===== src/rtl/pfc_pkg.sv =====
package pfc_pkg;

    typedef enum logic [1:0] {
        PFD_NEUTRAL = 2'd0,
        PFD_UP      = 2'd1,
        PFD_DOWN    = 2'd2
    } pfd_state_e;

    typedef enum logic {
        MODE_PFD = 1'b0,
        MODE_SR  = 1'b1
    } cmp_mode_e;

    typedef struct packed {
        pfd_state_e pfd;
        logic       sr;
        cmp_mode_e  mode;
    } det_regs_t;

    localparam int unsigned N_CH  = 2;
    localparam int unsigned CH_REF = 0;
    localparam int unsigned CH_FB  = 1;

endpackage


===== src/rtl/pfc_edge_sync.sv =====
module pfc_edge_sync #(
    parameter int unsigned STAGES = 2
) (
    input  logic clk_i,
    input  logic rst_i,
    input  logic async_i,
    output logic rise_o
);

    typedef struct packed {
        logic [STAGES-1:0] sync;
        logic              prev;
    } es_regs_t;

    es_regs_t es_d, es_q;

    always_comb begin
        es_d      = es_q;
        es_d.sync = {es_q.sync[STAGES-2:0], async_i};
        es_d.prev = es_q.sync[STAGES-1];
    end

    always_ff @(posedge clk_i) begin
        if (rst_i) begin
            es_q <= '0;
        end else begin
            es_q <= es_d;
        end
    end

    assign rise_o = es_q.sync[STAGES-1] & ~es_q.prev;

    // a rising edge is reported for one clock only, whatever the high time
    a_r1_single_cycle_rise: assert property (@(posedge clk_i) disable iff (rst_i)
        rise_o |=> !rise_o);

endmodule


===== src/rtl/pfc_detector.sv =====
module pfc_detector
    import pfc_pkg::*;
(
    input  logic clk_i,
    input  logic rst_i,
    input  logic mode_i,
    input  logic ref_rise_i,
    input  logic fb_rise_i,
    output logic up_o,
    output logic dn_o,
    output logic mode_chg_o
);

    det_regs_t det_d, det_q;
    logic      one_edge;

    always_comb begin
        det_d      = det_q;
        det_d.mode = cmp_mode_e'(mode_i);
        mode_chg_o = (cmp_mode_e'(mode_i) != det_q.mode);
        one_edge   = ref_rise_i ^ fb_rise_i;

        if (mode_chg_o) begin
            det_d.pfd = PFD_NEUTRAL;
            det_d.sr  = 1'b0;
        end else if (one_edge) begin
            if (det_q.mode == MODE_PFD) begin
                unique case (det_q.pfd)
                    PFD_NEUTRAL: det_d.pfd = ref_rise_i ? PFD_UP : PFD_DOWN;
                    PFD_UP:      det_d.pfd = ref_rise_i ? PFD_UP : PFD_NEUTRAL;
                    PFD_DOWN:    det_d.pfd = ref_rise_i ? PFD_NEUTRAL : PFD_DOWN;
                    default:     det_d.pfd = PFD_NEUTRAL;
                endcase
            end else begin
                det_d.sr = ref_rise_i;
            end
        end
    end

    always_ff @(posedge clk_i) begin
        if (rst_i) begin
            det_q <= '{pfd: PFD_NEUTRAL, sr: 1'b0, mode: MODE_PFD};
        end else begin
            det_q <= det_d;
        end
    end

    assign up_o = (det_q.mode == MODE_PFD) ? (det_q.pfd == PFD_UP)   : det_q.sr;
    assign dn_o = (det_q.mode == MODE_PFD) ? (det_q.pfd == PFD_DOWN) : ~det_q.sr;

    // a lone reference edge never leaves the down drive on
    a_r2_ref_never_down: assert property (@(posedge clk_i) disable iff (rst_i)
        (ref_rise_i && !fb_rise_i && !mode_chg_o && det_q.mode == MODE_PFD) |=> !dn_o);

    // a lone feedback edge never leaves the up drive on
    a_r5_fb_never_up: assert property (@(posedge clk_i) disable iff (rst_i)
        (fb_rise_i && !ref_rise_i && !mode_chg_o && det_q.mode == MODE_PFD) |=> !up_o);

    // coincident edges leave the drives untouched
    a_r6_cancel: assert property (@(posedge clk_i) disable iff (rst_i)
        (ref_rise_i && fb_rise_i && !mode_chg_o) |=> ($stable(up_o) && $stable(dn_o)));

    // in set/reset mode a reference edge sets the output
    a_r7_sr_set: assert property (@(posedge clk_i) disable iff (rst_i)
        (ref_rise_i && !fb_rise_i && !mode_chg_o && det_q.mode == MODE_SR) |=> (up_o && !dn_o));

    // a mode change leaves the up drive off
    a_r9_mode_clear: assert property (@(posedge clk_i) disable iff (rst_i)
        mode_chg_o |=> !up_o);

    // the two drives are never on together
    a_r4_exclusive: assert property (@(posedge clk_i) disable iff (rst_i)
        !(up_o && dn_o));

endmodule


===== src/rtl/pfc_lock_mon.sv =====
module pfc_lock_mon #(
    parameter int unsigned LOCK_PERIODS = 4,
    parameter int unsigned MAX_PULSE    = 8
) (
    input  logic clk_i,
    input  logic rst_i,
    input  logic clear_i,
    input  logic ref_rise_i,
    input  logic drive_i,
    output logic lock_o
);

    localparam int unsigned PW_W  = $clog2(MAX_PULSE + 1);
    localparam int unsigned CNT_W = $clog2(LOCK_PERIODS + 1);

    typedef struct packed {
        logic [PW_W-1:0]  width;
        logic             bad;
        logic [CNT_W-1:0] good;
        logic             lock;
    } lm_regs_t;

    lm_regs_t lm_d, lm_q;
    logic     exceed;
    logic     period_bad;

    always_comb begin
        lm_d       = lm_q;
        exceed     = drive_i && (lm_q.width >= PW_W'(MAX_PULSE));
        period_bad = lm_q.bad | exceed;

        if (!drive_i) begin
            lm_d.width = '0;
        end else if (!exceed) begin
            lm_d.width = lm_q.width + PW_W'(1);
        end

        if (clear_i) begin
            lm_d = '0;
        end else if (ref_rise_i) begin
            lm_d.bad = 1'b0;
            if (period_bad) begin
                lm_d.good = '0;
            end else if (int'(lm_q.good) < int'(LOCK_PERIODS)) begin
                lm_d.good = lm_q.good + CNT_W'(1);
            end
            lm_d.lock = lm_q.lock |
                        (!period_bad && (int'(lm_q.good) + 1 >= int'(LOCK_PERIODS)));
        end else begin
            lm_d.bad = period_bad;
        end
    end

    always_ff @(posedge clk_i) begin
        if (rst_i) begin
            lm_q <= '0;
        end else begin
            lm_q <= lm_d;
        end
    end

    assign lock_o = lm_q.lock;

    // the lock flag is sticky
    a_r10_lock_sticky: assert property (@(posedge clk_i) disable iff (rst_i)
        (lock_o && !clear_i) |=> lock_o);

    // the lock flag can only rise on a reference edge
    a_r10_lock_on_ref: assert property (@(posedge clk_i) disable iff (rst_i)
        (!lock_o && !ref_rise_i) |=> !lock_o);

endmodule


===== src/rtl/phase_freq_cmp.sv =====
module phase_freq_cmp
    import pfc_pkg::*;
#(
    parameter int unsigned SYNC_STAGES  = 2,
    parameter int unsigned LOCK_PERIODS = 4,
    parameter int unsigned MAX_PULSE    = 8
) (
    input  logic clk_i,
    input  logic rst_i,
    input  logic mode_i,
    input  logic ref_i,
    input  logic fb_i,
    output logic up_o,
    output logic dn_o,
    output logic hiz_o,
    output logic in_phase_o,
    output logic lock_o
);

    logic [N_CH-1:0] raw_in;
    logic [N_CH-1:0] rise;
    logic            mode_chg;
    logic            up_w;
    logic            dn_w;

    assign raw_in[CH_REF] = ref_i;
    assign raw_in[CH_FB]  = fb_i;

    for (genvar ch = 0; ch < N_CH; ch++) begin : g_sync
        pfc_edge_sync #(
            .STAGES (SYNC_STAGES)
        ) u_sync (
            .clk_i   (clk_i),
            .rst_i   (rst_i),
            .async_i (raw_in[ch]),
            .rise_o  (rise[ch])
        );
    end

    pfc_detector u_det (
        .clk_i      (clk_i),
        .rst_i      (rst_i),
        .mode_i     (mode_i),
        .ref_rise_i (rise[CH_REF]),
        .fb_rise_i  (rise[CH_FB]),
        .up_o       (up_w),
        .dn_o       (dn_w),
        .mode_chg_o (mode_chg)
    );

    pfc_lock_mon #(
        .LOCK_PERIODS (LOCK_PERIODS),
        .MAX_PULSE    (MAX_PULSE)
    ) u_lock (
        .clk_i      (clk_i),
        .rst_i      (rst_i),
        .clear_i    (mode_chg),
        .ref_rise_i (rise[CH_REF]),
        .drive_i    (up_w | dn_w),
        .lock_o     (lock_o)
    );

    assign up_o       = up_w;
    assign dn_o       = dn_w;
    assign hiz_o      = ~(up_w | dn_w);
    assign in_phase_o = ~(up_w | dn_w);

endmodule


===== config.mk =====
export PLATFORM = sky130hd
export DESIGN_NAME = phase_freq_cmp
export DESIGN_NICKNAME = d
export VERILOG_FILES = /design/src/rtl/pfc_pkg.sv /design/src/rtl/pfc_edge_sync.sv /design/src/rtl/pfc_detector.sv /design/src/rtl/pfc_lock_mon.sv /design/src/rtl/phase_freq_cmp.sv
export SDC_FILE = /design/constraint.sdc
export NUM_CORES = 1
export LEC_CHECK = 0
export BUFFER_PORTS_ARGS = -buffer_cell sky130_fd_sc_hd__buf_2
export CORE_MARGIN = 5
export CORE_UTILIZATION = 25
export DETAILED_ROUTE_END_ITERATION = 6
export PLACE_DENSITY = 0.39
export SLEW_MARGIN = 20
export SYNTH_ARGS = -nofsm -noshare
export SYNTH_HDL_FRONTEND = slang
export SYNTH_SLANG_ARGS = --single-unit

===== constraint.sdc =====
create_clock -name clk_i -period 1.45 [get_ports clk_i]
set_input_delay 0.0725 -clock clk_i [delete_from_list [all_inputs] [get_ports clk_i]]
set_output_delay 0.0725 -clock clk_i [all_outputs]
set_load 0.03 [all_outputs]

### Word-level counts from Yosys, hierarchy flattened

Index checks and enable logic that the tools add are counted.
Widths: inputs -> output; s select.

* bits in registers: 19
* word-level logic and storage cells: 50
* output and inout bits: 5

* reduce and logical (&&, ||, !) cells: 11
* add/subtract/negate cells: 3
* muxes and demuxes: 8
* magnitude comparators: 3
* bitwise operators: 11
* equal/unequal tests: 3

Operators by type and width (number)
* $ge 32x4->1 const B: 1
* $mux 3: 2
* $pmux 2 s3: 1
* $reduce_and 2->1: 3
* $reduce_or 3->1: 2
* $not 1->1: 5
* $add 3x1->4 const B: 1
* $add 4x1->4 const B: 1
* $ge 4x4->1 const B: 1
* $mux 2: 2
* $add 3x1->3 const B: 1
* $lt 3x3->1 const B: 1
* $mux 1: 3
* $or 1x1->1: 3
* $and 1x1->1: 2
* $eq 2x1->1 const B: 1
* $eq 2x2->1 const B: 1
* $logic_and 1x1->1: 2
* $logic_not 2->1: 1
* $reduce_bool 2->1: 1
* $reduce_or 2->1: 1
* $logic_not 1->1: 1
* $ne 1x1->1: 1
* $xor 1x1->1: 1

### Depth between registers and ports, before layout

Gate-level depths: netlist of the first run.

* depth after elaboration: 8
* mapped depth: 5
* depth with buffers taken out: 4

### Hierarchy

From an unflattened synthesis of the first run, not the netlist that was laid out.

* cell total of the unflattened synthesis: 87
* area, all modules: 813.3 um^2

By module, submodules not included
* pfc_lock_mon: sequential area each 180.2 um^2, times used 1, cells each 42, area each 386.6 um^2
* pfc_detector: sequential area each 80.1 um^2, times used 1, cells each 28, area each 234.0 um^2
* pfc_edge_sync: sequential area each 60.1 um^2, times used 2, cells each 7, area each 87.6 um^2
* phase_freq_cmp: sequential area each 0.0 um^2, times used 1, cells each 3, area each 17.5 um^2

### Least setup slack after synthesis of the first run

OpenSTA, ideal clock, no wires.

* kind: reg2out
* from: register u_det.det_q[2] (netlist bit)
* to: output up_o
* cell stages (with the launch flop): 3
* arrival time: 1310 ps
* path slack: 67 ps
* cells stage by stage: dfxtp_1 or2b_1 o21ai_0

* cells in the longest elaborated chain, start to end: 2

RTL lines
* start, declared: RTL line pfc_detector.sv:14 `det_regs_t det_d, det_q;`
* start signal, assigned: RTL line pfc_detector.sv:42 `det_q <= '{pfd: PFD_NEUTRAL, sr: 1'b0, mode: MODE_PFD};`
* start signal, assigned: RTL line pfc_detector.sv:44 `det_q <= det_d;`
* $eq 2x1->1: RTL line pfc_detector.sv:48 `assign up_o = (det_q.mode == MODE_PFD) ? (det_q.pfd == PFD_UP) : det_q.sr;`
* $mux 1: RTL line pfc_detector.sv:48
* end, declared: RTL line phase_freq_cmp.sv:13 `output logic up_o,`

No other way between the ends.

### Worst setup path after layout of the first run

Ends and elaborated chain as after synthesis.

==> flow_results.org, run 1 <==
** Run status
- Outcome :: finished clean

** Route
- Overall via count from detail_route :: 680
- In this run, the number of DRC markers left after iteration 0 of detailed routing was 31.
- Total detailed-routing wirelength :: 1.553 mm
- Number of design rule violations left after detail routing :: 0
- TritonRoute pass-1 iters :: 4
- Number of nets with antenna violations after routing :: 0
- After detailed routing, the number of vias per cell comes to 4.331.
- Average routed wire per standard cell :: 9.892 µm

** Yosys
- The mapped netlist covers 885.9 µm².
- During synthesis, Yosys emitted a total of 0 warnings.
- For this run, the register share of the synthesized area comes to 42.94%.
- Ranked by total cell area, the synthesized netlist is headed by dfxtp_1 (43%), nor2b_1 (6.4%), nor2_1 (5.1%).
- Summed over all instances, the cell type with the most area after synthesis is dfxtp_1.
- Register bit count reported by yosys :: 19
- The number of nets handed over by synthesis was 107.
- Synth unique cells :: 31
- The synthesized design devotes to its leading area cell type 42.94% of total area.
- Avg Synthesized Cell Area :: 8.948 µm²
- After technology mapping, the gate count stands at 99.

** Setup path
- STA classifies the critical path endpoint as an output pin.
- Startpoint class of the critical path :: flip-flop
- At the worst endpoint, the required time is 1.38 ns.
- Category of the most critical setup path :: reg -> out
- Signal arrival time at the worst endpoint :: 1.26 ns
- Along the worst path, the maximum fanout reaches 6.

** STA
- Summed over all failing endpoints, the final setup total negative slack is 0 ns.
- Count of final max-slew check failures :: 0
- Number of hold-slack violations in the final timing report :: 0
- Share of the cycle needed by the critical path after routing :: 92.16%
- After layout, the minimum clock period comes to 1.336 ns.
- At the pin with the least slew margin, the transition time is 0.3117 ns.
- Between clock sinks in the finished design, the worst skew comes to 0.005659 ns.
- In this run the tightest slew margin relative to its limit is 79.22%.
- Final hold analysis gives a worst-case slack of 0.02591 ns.
- Final number of setup-violating endpoints :: 0
- For this run, the top clock speed supported by timing is 748.4 MHz.
- Setup repair after global routing missed its margin :: false
- Final worst slack :: 0.1137 ns

** Placed design
- Place WS :: 0.2262 ns
- Once detailed placement completed, the half-perimeter wirelength came to 1.172 mm.
- Gp weighted congestion :: 0.8073
- In this run the tool buffered the top-level ports with 9 buffer cells.

** Power
- Combinational cells account for 10.6% of the total power.
- For this design the ratio of total power to cell area is 876.2 nW/µm².
- The clock network accounts for 29.4% of the total power.
- For this design the total switching power over the nets is 0.0002256 W.
- Worst ir drop on vdd :: 0.4733 mV
- Switching Fraction :: 25.01%
- Sequential cells burn 59.9% of the power.
- Leakage power summed over all cells :: 0.4119 nW
- Cell internal power was estimated by the tool at 0.0006766 W.

** Floorplanning
- For this configuration, the core starts out at a cell density of 26.14%.
- After floorplanning, the core was divided into 21 placement rows.
- 10 I/O pins were placed.
- The floorplan step defined a die boundary enclosing 4834 µm².
- In this run the vertical extent of the chip is 69.53 µm.
- The floorplan step set the die width to 69.53 µm.
- The region available for standard cell placement spans 3390 µm².

** Final layout
- Fin nets :: 120
- From synthesis to final layout, the design area changed by 16.24%.
- Of the cells placed in the final design, the portion with a size suffix greater than 1 is 21.62%.
- Antenna diode count :: 0

** Clock network
- Postcts setup bufs :: 0
- Buffer depth of the longest clock path :: 2
- In this run, CTS created clock tree buffers numbering 3.
- H-tree Lvls :: 1
- The clock drives 19 sinks.
- The tree is rooted in a clkbuf_4.
- At the later pin of the worst-skew pair, clock insertion delay measures 0.29 ns.
- Clock tree from TritonCTS :: built
- Clk slew on worst S/H paths :: 0.10 ns

** GRT
- Global-route usage over all layers :: 6.757%
- After global routing the overflow that remains totals 0.
- Vias in the first global route :: 599
- Entering global routing, the biggest net connects 12 pins.
- Global-route wire length before repair :: 2.628 mm
- The initial antenna violation count was 0.

** Job
- The tool flagged a number of max-cap violations equal to 0.

** Worst hold path
- In this run the worst hold path is classified as in -> reg.
-- per-layer routing --
layer | GRT usage, % | vias to the layer above | part of all wire, %
met1 | 8.384 | 314 | 48
met3 | 3.478 | 2 | 5.5
met5 | 0 | - | 0
li1 | - | 350 | -
met4 | 1.952 | 0 | 0.84
met2 | 10.17 | 14 | 46
-- layout make-up --
cell class / instances / area (µm²)
Multi-Input combinational cell: 71 / 466.7
Clock inverter: 1 / 5.005
Fill cell: 376 / 2360
Sequential cell: 19 / 382.9
Inverter: 4 / 15.01
Timing Repair Buffer: 13 / 80.08
Clock buffer: 3 / 22.52
Tap cell: 46 / 57.56
-- critical path, stage by stage (launching register included) --
cell     delay [ns]
dfxtp_2        0.40
or2b_1         0.23
o21ai_0        0.13
buf_2          0.21
-- stage by stage --
step / instances / total power (W) / cell area [µm²] / utilization [%]
detailed placement: 151 / 0.0006454 / 977.2 / 28.83
finish: 157 / 0.0009022 / 1030 / 30.38
CTS: 157 / 0.0009272 / 1028 / 30.34
global placement: 151 / 0.0006448 / 977.2 / 28.83
floorplan: 99 / 0.0006232 / 885.9 / -
global route: 157 / 0.0009545 / 1030 / 30.38
-- worst paths after layout --
check,startpoint,endpoint,slack [ns],depth (start not counted)
worst max register to register,u_det.det_q[0],u_lock.lm_q[2],0.26,4
worst max-delay path,u_det.det_q[2],up_o,0.11,3
worst min-delay path,mode_i,u_det.det_q[0],0.03,2
worst min register to register,g_sync[0].u_sync.es_d[2],g_sync[0].u_sync.es_d[0],0.45,1
-- cells by family (layout without fill, tap and decap cells) --
family,Yosys count,after routing,synth area share [%]
AOI/OAI and AO/OA,19,19,15.68
adders and majority gates,3,3,4.238
buffers and inverters,9,21,4.660
xor gates and xnor gates,3,3,3.814
muxes,4,4,4.661
DFF,19,19,42.94
and+or+nand+nor,42,42,24.01
-- state kept, by name, summed over array words and instances (netlist names) --
register,cells
u_lock.lm_q,8
g_sync.u_sync.es_d,4
u_det.det_q,4
g_sync.u_sync.es_q,2
u_lock.lock_o,1
-- layout by cell type, fill, tap and decap left out, types with 4 or more instances in the layout --
cell,instances
dfxtp_1,17
nor2_1,11
nor2b_1,9
buf_2,9
nand2_1,8
inv_1,4
o21ai_0,4
nand2b_1,4
a21o_1,4
-- what timing repair did --
action	in CTS	in global routing
resized for setup	2	1
endpoints found under the setup margin	2	1
endpoints found under the hold margin	2	0
hold buffers	2	0
-- Yosys cell counts --
| cell type | count |
|---|---|
| dfxtp_1 | 19 |
| nor2_1 | 12 |
| nor2b_1 | 9 |
| nand2_1 | 8 |
| a21o_1 | 4 |
| inv_1 | 4 |
| nand2b_1 | 4 |
| o21ai_0 | 4 |
| a21oi_1 | 3 |
| buf_2 | 3 |
| ha_1 | 3 |
| mux2i_1 | 3 |
| nor3_1 | 3 |
| a21oi_2 | 2 |
| or2_1 | 2 |
| a22oi_1 | 1 |
| a2bb2oi_1 | 1 |
| a31oi_1 | 1 |
| buf_4 | 1 |
| clkbuf_1 | 1 |
| mux2_1 | 1 |
| nand3_1 | 1 |
| nand3_2 | 1 |
| nor4_1 | 1 |
| o21ai_1 | 1 |
| o22ai_2 | 1 |
| o32ai_2 | 1 |
| or2b_1 | 1 |
| xnor2_1 | 1 |
| xor2_1 | 1 |
| xor2_2 | 1 |
-- power groups by stage --
stage          clock, W  sequential [W]  combinational, W
3_5_place_dp          0        0.000552         0.0000929
3_3_place_gp          0        0.000552         0.0000926
6_report       0.000266        0.000540         0.0000961
4_1_cts        0.000289        0.000541         0.0000980
2_1_floorplan         0        0.000550         0.0000727
5_1_grt        0.000305        0.000543          0.000107
No activity file was read; power rests on OpenSTA's default activity.
==> run 2, diff against run 1 <==
CTS_CLUSTER_DIAMETER = 60   (was not set)
SETUP_SLACK_MARGIN = 0.5   (was not set)
==> run 2 against run 1 <==
Against the previous run: sequential power about the same; sequential share of layout area shrank 5.3 points; die area stayed put; non-clock buffer count rose by 5; global-route usage increased by 0.79 points; routed wire length rose by 12%; final cell count up 3.2%; hold slack better by 0.022 ns; largest cell class unchanged; largest power group unchanged.
==> flow_results.org, run 2 (synthesized netlist as in run 1, its figures left out) <==
** Run status
- Outcome :: finished clean

** STA
- On the final layout, the worst hold slack is 0.04840 ns.
- Peak clock frequency supported by timing :: 783.8 MHz
- The max-slew violation count was 0.
- Setup repair after global routing could not meet its margin everywhere.
- Largest clock skew in the final design :: 0.008445 ns
- For the pin with the worst max-slew slack, the measured transition is 0.3118 ns.
- The final count of hold timing violations came to 0.
- Of the available clock period, the critical path in the final layout requires 87.99%.
- The smallest clock period supported by the final layout is computed as 1.276 ns.
- Max-Slew Margin vs Limit :: 79.18%
- Adding up every negative setup slack in the final design gives 0 ns.
- Setup violations remaining at the end of the flow were counted as 0.

** Worst hold path
- Terminating pin of the worst hold path :: u_det.det_q[0]
- Worst hold path cell count :: 2
- Min-Delay Path Class :: in -> reg
- Min-Delay Startpoint :: mode_i

** GRT
- Largest net degree at the start of global routing :: 12
- The initial antenna violation count came to 0.
- Global-route wire length before repair :: 2.932 mm
- Global-route usage over all layers :: 7.544%
- After global routing the overflow that remains totals 0.
- The number of global-route vias before repair was 688.

** Setup path
- Library cell contributing the largest single delay on the critical path :: dfxtp_4
- In this run the worst setup path begins at u_det.det_q[2].
- Start of the worst register-to-register path :: u_det.det_q[3]
- Signal arrival time at the worst endpoint :: 1.20 ns
- Number of cells traversed by the worst register-to-register path :: 4
- STA classifies the critical path endpoint as an output pin.
- Reg2Reg Setup Slack :: 0.25 ns
- Longest individual stage delay on the worst path :: 0.40 ns
- Startpoint class of the critical path :: flip-flop
- The endpoint identified for the worst register-to-register timing path is u_lock.lm_q[2].
- The critical path is of the reg -> out type.
- Biggest fanout along the worst timing path :: 4
- Required time at the endpoint of the critical path :: 1.38 ns
- The critical path goes through or2b_1 > o21ai_2 > buf_6.

** Power
- Part of the power in registers :: 56.1%
- Cell area power density :: 775.8 nW/µm²
- Switching Power :: 0.0002527 W
- Switching Fraction :: 26.27%
- Combinational Power Share :: 15.3%
- Clock network power share :: 28.6%
- Worst ir drop on vdd :: 0.3054 mV
- Leakage power summed over all cells :: 0.4628 nW
- The internal power of the cells totals 0.0007092 W.

** Final layout
- Leading cell types in the layout, fill and taps excluded :: dfxtp_1 (13), nor2_1 (8), nor2b_1 (8)
- Antenna diode count :: 0
- Fin nets :: 125
- Flip-flop count of the largest register after layout :: 8
- The filler cells instantiated in the layout total 333.
- Cells with a size suffix above 1 make up 42.24% of the layout.
- Commonest non-fill, non-tap cell in the layout :: dfxtp_1
- Layout area overhead :: 39.97%
- Most flops, register :: u_lock.lm_q

** Floorplanning
- After floorplanning, the core was sized to cover 3390 µm².
- The die covers 4834 µm².
- The initialized floorplan defines 21 standard-cell rows.
- Measured along the y axis, the die boundary spans 69.53 µm.
- For this configuration, the core starts out at a cell density of 26.14%.
- I/O pin count :: 10
- From left edge to right edge, the die measures 69.53 µm.

** Route
- For this run, design rule violations remaining after detail routing come to 0.
- After the first detailed-routing iteration, the DRC count stood at 24.
- TritonRoute pass-1 iters :: 2
- Total detailed-routing wirelength :: 1.738 mm
- In the routed layout, each cell is associated on average with a via count of 4.340.
- Overall via count from detail_route :: 703
- Average routed wire per standard cell :: 10.73 µm
- The count of nets left with antenna violations once routing finished came out at 0.

** Clock network
- Clk root buf :: clkbuf_4
- Clk slew on worst S/H paths :: 0.12 ns
- Clock latency reported for the late side of the worst-skew pair :: 0.30 ns
- Clock tree from TritonCTS :: built
- Buffer depth of the longest clock path :: 2
- Number of buffers created by CTS :: 3
- CTS built an H-tree with a depth of 1.
- Clock tree synthesis found a total of 19 sinks.

** Job
- Max Cap Viol :: 0

** Placed design
- Detailed placement ended at an HPWL of 1.190 mm.
- Number of port buffers :: 9
- Routability-driven placement finished with a final weighted congestion of 0.6843.
## run 2: cell types whose count changed in the layout (fill, tap and decap cells not counted), moves of 2 or more
cell	before	now
dfxtp_1	17	13
buf_6	0	6
nor3_2	0	2
nor2_2	1	3
buf_2	9	5
nor2_1	11	8
or2_4	0	2
nor3_1	3	1
or2_1	2	0
dfxtp_4	0	3
## run 2: worst max path at each step
stage | cells after the start | to
3_3_place_gp | 4 | u_det.det_q[2]
2_1_floorplan | 4 | u_lock.lm_q[2]
6_report | 3 | up_o
5_1_grt | 3 | up_o
3_5_place_dp | 4 | u_det.det_q[2]
4_1_cts | 3 | up_o
## run 2: timing repair
item / in CTS / in global routing
pin swaps: 0 / 10
endpoints found under the setup margin: 16 / 16
buffers inserted: 4 / 1
hold buffers: 2 / 0
gates resized for setup: 19 / 18
endpoints found under the hold margin: 2 / 0
## run 2: metrics by stage
stage | instance area [µm²] | std cells | power [W] | utilization (%) | setup WS (ns)
finish | 1240 | 162 | 0.0009619 | 36.58 | 0.1741
global route | 1240 | 162 | 0.001006 | 36.58 | 0.1404
CTS | 1165 | 161 | 0.0009560 | 34.37 | 0.1660
detailed placement | 1007 | 151 | 0.0006542 | 29.72 | 0.1774
global placement | 1007 | 151 | 0.0006533 | 29.72 | 0.1726
floorplan | 922.1 | 99 | 0.0006341 | - | 0.3545
## run 2: power by group through the flow
stage | clock network [W] | registers, W | logic, W
after floorplan | 0 | 0.000551 | 0.0000833
after global placement | 0 | 0.000552 | 0.000101
after detailed placement | 0 | 0.000553 | 0.000102
after CTS | 0.000286 | 0.000540 | 0.000129
after global routing | 0.000305 | 0.000542 | 0.000160
final | 0.000275 | 0.000540 | 0.000147
## run 2: per-layer routing
layer	up-vias	share of wire, %	wire, µm	GRT usage (%)
met4	0	1.2	20	3.254
met2	9	49	857	13.24
met3	2	3.7	65	2.174
met5	-	0	0	0
li1	361	-	-	-
met1	331	46	795	8.406
## run 2: final cells by class
cell class | instances | area, µm² | share of cell area, %
multi-input combinational | 71 | 574.3 | 46.32
sequential | 19 | 395.4 | 31.89
timing repair buffer | 18 | 170.2 | 13.72
tap | 46 | 57.56 | 4.642
clock buffer | 3 | 22.52 | 1.816
inverter | 4 | 15.01 | 1.211
clock inverter | 1 | 5.005 | 0.4036
## run 2: worst max-delay path, delay by kind of cell, from the launching register on
family / cells / cell delay (ns)
compound gates: 1 / 0.12
flops: 1 / 0.40
buf+inv: 1 / 0.14
simple gates: 1 / 0.24
